<file path="config.mk">
export PLATFORM = sky130hd
export DESIGN_NAME = edge_balance_fsm
export DESIGN_NICKNAME = d
export VERILOG_FILES = /design/src/rtl/edge_balance_fsm.sv
export SDC_FILE = /design/constraint.sdc
export NUM_CORES = 1
export LEC_CHECK = 0
export BUFFER_PORTS_ARGS = -buffer_cell sky130_fd_sc_hd__buf_4
export CAP_MARGIN = 20
export CORE_AREA = 2 2 39 41
export DETAILED_ROUTE_END_ITERATION = 10
export DIE_AREA = 0 0 41 43
export HOLD_SLACK_MARGIN = 0.12
export PLACE_DENSITY_LB_ADDON = 0.3
export SYNTH_ARGS = -nofsm -noshare
export SYNTH_HDL_FRONTEND = slang
export SYNTH_SLANG_ARGS = --single-unit
</file>
<file path="constraint.sdc">
create_clock -name clk -period 1.94 [get_ports clk]
set_clock_uncertainty 0.05 [all_clocks]
set_input_delay 0.194 -clock clk [delete_from_list [all_inputs] [get_ports clk]]
set_output_delay 0.194 -clock clk [all_outputs]
set_load 0.03 [all_outputs]
</file>
<file path="src/rtl/edge_balance_fsm.sv">
module edge_balance_fsm (
  input  logic       clk,
  input  logic       rst_n,
  input  logic       bit_in,
  input  logic       bit_vld,
  output logic [1:0] balance,
  output logic       prev_bit
);

  localparam logic [1:0] EVEN       = 2'b00;
  localparam logic [1:0] RISE_AHEAD = 2'b01;
  localparam logic [1:0] FALL_AHEAD = 2'b10;

  logic [1:0] state, state_nx;
  logic       primed;
  logic       rise, fall;

  assign rise = bit_vld & primed & ~prev_bit &  bit_in;
  assign fall = bit_vld & primed &  prev_bit & ~bit_in;

  always_comb begin
    state_nx = state;
    case (state)
      EVEN:       if (rise) state_nx = RISE_AHEAD;
                  else if (fall) state_nx = FALL_AHEAD;
      RISE_AHEAD: if (fall) state_nx = EVEN;
      FALL_AHEAD: if (rise) state_nx = EVEN;
      default:    state_nx = EVEN;
    endcase
  end

  always_ff @(posedge clk) begin
    if (!rst_n) begin
      state    <= EVEN;
      primed   <= 1'b0;
      prev_bit <= 1'b0;
    end else begin
      state <= state_nx;
      if (bit_vld) begin
        primed   <= 1'b1;
        prev_bit <= bit_in;
      end
    end
  end

  assign balance = state;

endmodule


</file>
==> results_dict.tcl <==
set metrics [dict create \
    cts_setup_buffers 0 \
    grt_pass1_vias 156 \
    reg2regPathDepth 3 \
    crit_chain "buf_4" \
    rsz0062_at_grt "false" \
    drcViolationCount 0 \
    numCtsBuffers 3 \
    relSlewSlack_pct 92.1 \
    p_total_uw 228 \
    worstPathMaxFanout 4 \
    track_usage_pct 6.33 \
    dr_total_vias 156 \
    fmax_mhz 977 \
    antenna_cells 0 \
    cpLargestDelayFamily "flip-flops" \
    rr_endpoint "balance[0]" \
    syn_avg_cell_area_um2 9.42 \
    worstPathRequired_ns 1.70 \
    critPathCaptureType "output port" \
    first_pass_iters 4 \
    min_period_ns 1.02 \
    peakVddDrop_mv 0.436 \
    synth_top_family_by_area "simple AND/OR/NAND/NOR gates" \
    slew_viol_final 0 \
    powerDensity_nw_per_um2 920 \
    cts_buffer_depth 2 \
    cts.sinks 4 \
    yosys.area_share.simple_pct 22.7 \
    synthCells 17 \
    synthAdderAreaFrac_pct 0 \
    slowest_delay_ns 0.37 \
    synthMuxAreaShare_pct 6.25 \
    ys_ff_latch 4 \
    synth.distinct_cells 12 \
    grt_overflow 0 \
    critPathSlowestCell "dfxtp_1" \
    cp.arrival_ns 0.78 \
    gp_congestion 0.568 \
    cp.buffers_inverters 1 \
    timing.rr.start "primed" \
    r2r_slack_ns 1.01 \
    worst_pin_slew_ns 0.115 \
    drt_wl_total_um 326 \
    worstHoldEndpoint "primed" \
    synth_nets 21 \
    die_area_um2 1760 \
    synth-compound-area-share_pct 18.8 \
    setup_violations 0 \
    root_buffer "clkbuf_4" \
    p_leak_uw 0.000110 \
    yosysWarnings 0 \
    drv_cap 0 \
    hold_class "in -> reg" \
    cts_tree "yes" \
    critical_path_class "reg -> out" \
    hold_viol_final 0 \
    outcome "finished, final reports clean" \
    io_buffers 6 \
    drive_gt1_share_pct 34.6 \
    area_growth_pct 54.7 \
    syn_area_um2 160 \
    fin_tns_setup_ns 0 \
    ctsResizeCount 0 \
    path_clk_slew_ns 0.03 \
    yosysSeqAreaShare_pct 50.0 \
    core_um2 1380 \
    cts_hold_buf 0 \
    fp.dieW_um 41 \
    worstSetupStartpointType "flop" \
    rows 14 \
    drt_iter0_drc 7 \
    yosys.area.top_type_share_pct 50.0 \
    yosys.area.top_type "dfxtp_1" \
    drt.antenna.violating_nets 0 \
    io_pins 7 \
    min_period_over_period_pct 52.8 \
    fin_nets 32 \
    wl_per_cell_um 7.76 \
    clk_latency_ns 0.23 \
    grt_max_degree 6 \
    grt_pass1_wl_um 621 \
    hold_path_depth 2 \
    drt-vias-per-instance 3.71 \
    synth-xor-area-share_pct 0 \
    htreeDepth 1 \
    fp.dieH_um 43 \
    start_util_pct 11.6 \
    yosys-top-cells-area "dfxtp_1 (50%), and3b_1 (11%), mux2i_1 (6.3%), nand2_1 (4.7%), o21a_1 (4.7%)" \
    min-delay-start "rst_n" \
    grt_antenna_before_repair 0 \
]
## cells in the mapped netlist, drive strengths merged
cell and count:
mux2i 1, dfxtp 4, a21oi 1, o22ai 1, o21ai 1, a31oi 1
o21a 1, nand2 2, inv 1, nand3 1, nor2b 1, and3b 2
## layer usage
| layer | part of all wire, % | GRT usage, % | up-vias |
|---|---|---|---|
| li1 | - | - | 82 |
| met1 | 52 | 7.07 | 63 |
| met2 | 28 | 5.31 | 11 |
| met3 | 20 | 9.42 | 0 |
| met4 | 0 | 4.00 | 0 |
| met5 | 0 | 0 | - |
## power by group
group	switching [uW]	total [uW]	internal (uW)
logic	17.6	34.0	16.4
clock network	31.8	101	69.0
registers	4.72	93.0	88.3
## flip-flops by register name (all words and copies together), names as in the netlist
| register | count |
|---|---|
| prev_bit | 1 |
| primed | 1 |
| balance | 2 |
## final cells by class
class / count / area (um2)
Fill cell: 151 / 1140
Tap cell: 16 / 20.0
Inverter: 1 / 3.75
Clock buffer: 3 / 22.5
Timing Repair Buffer: 6 / 45.0
Multi-Input combinational cell: 12 / 76.3
Sequential cell: 4 / 80.1
## cell families (layout without fill, tap and decap cells)
group | Yosys count | in the layout
AOI/OAI and AO/OA | 5 | 5
buffers and inverters | 1 | 10
DFF | 4 | 4
muxes | 1 | 1
and+or+nand+nor | 6 | 6
## worst reg2reg max path: cells and delay by family, from the launching register on
kind / cells / cell delay, ns
AOI/OAI and AO/OA: 1 / 0.07
DFF: 1 / 0.35
and+or+nand+nor: 2 / 0.36
## cells in the final DEF (no fill, tap or decap)
cell type  netlist  final
buf_4            0      6
dfxtp_1          4      4
clkbuf_4         0      3
and3b_1          2      2
nand2_1          2      2
a31oi_1          1      1
inv_1            1      1
o22ai_1          1      1
mux2i_1          1      1
nor2b_1          1      1
o21ai_0          1      1
nand3_1          1      1
a21oi_1          1      1
o21a_1           1      1
## through the flow
| step | utilization [%] | cells | hold WS (ns) | setup WS (ns) | cell area, um2 |
|---|---|---|---|---|---|
| 5_1_grt | 17.9 | 42 | 0.143 | 0.840 | 248 |
| 3_5_place_dp | 16.3 | 39 | 0.380 | 1.00 | 225 |
| 2_1_floorplan | - | 17 | 0.254 | 0.957 | 160 |
| 3_3_place_gp | 16.3 | 39 | 0.373 | 1.01 | 225 |
| 4_1_cts | 17.9 | 42 | 0.135 | 0.894 | 248 |
| 6_report | 17.9 | 42 | 0.141 | 0.916 | 248 |
## worst max-delay path by stage
| stage | startpoint | to | slack, ns | depth (start not counted) |
|---|---|---|---|---|
| global placement | bit_in | balance[0] | 1.01 | 4 |
| finish | prev_bit | prev_bit | 0.92 | 1 |
| global route | prev_bit | prev_bit | 0.84 | 1 |
| detailed placement | bit_in | balance[0] | 1.00 | 4 |
| floorplan | balance[0] | balance[0] | 0.96 | 3 |
| CTS | prev_bit | prev_bit | 0.89 | 1 |
Note: power is estimated with default switching activity, not from simulation.
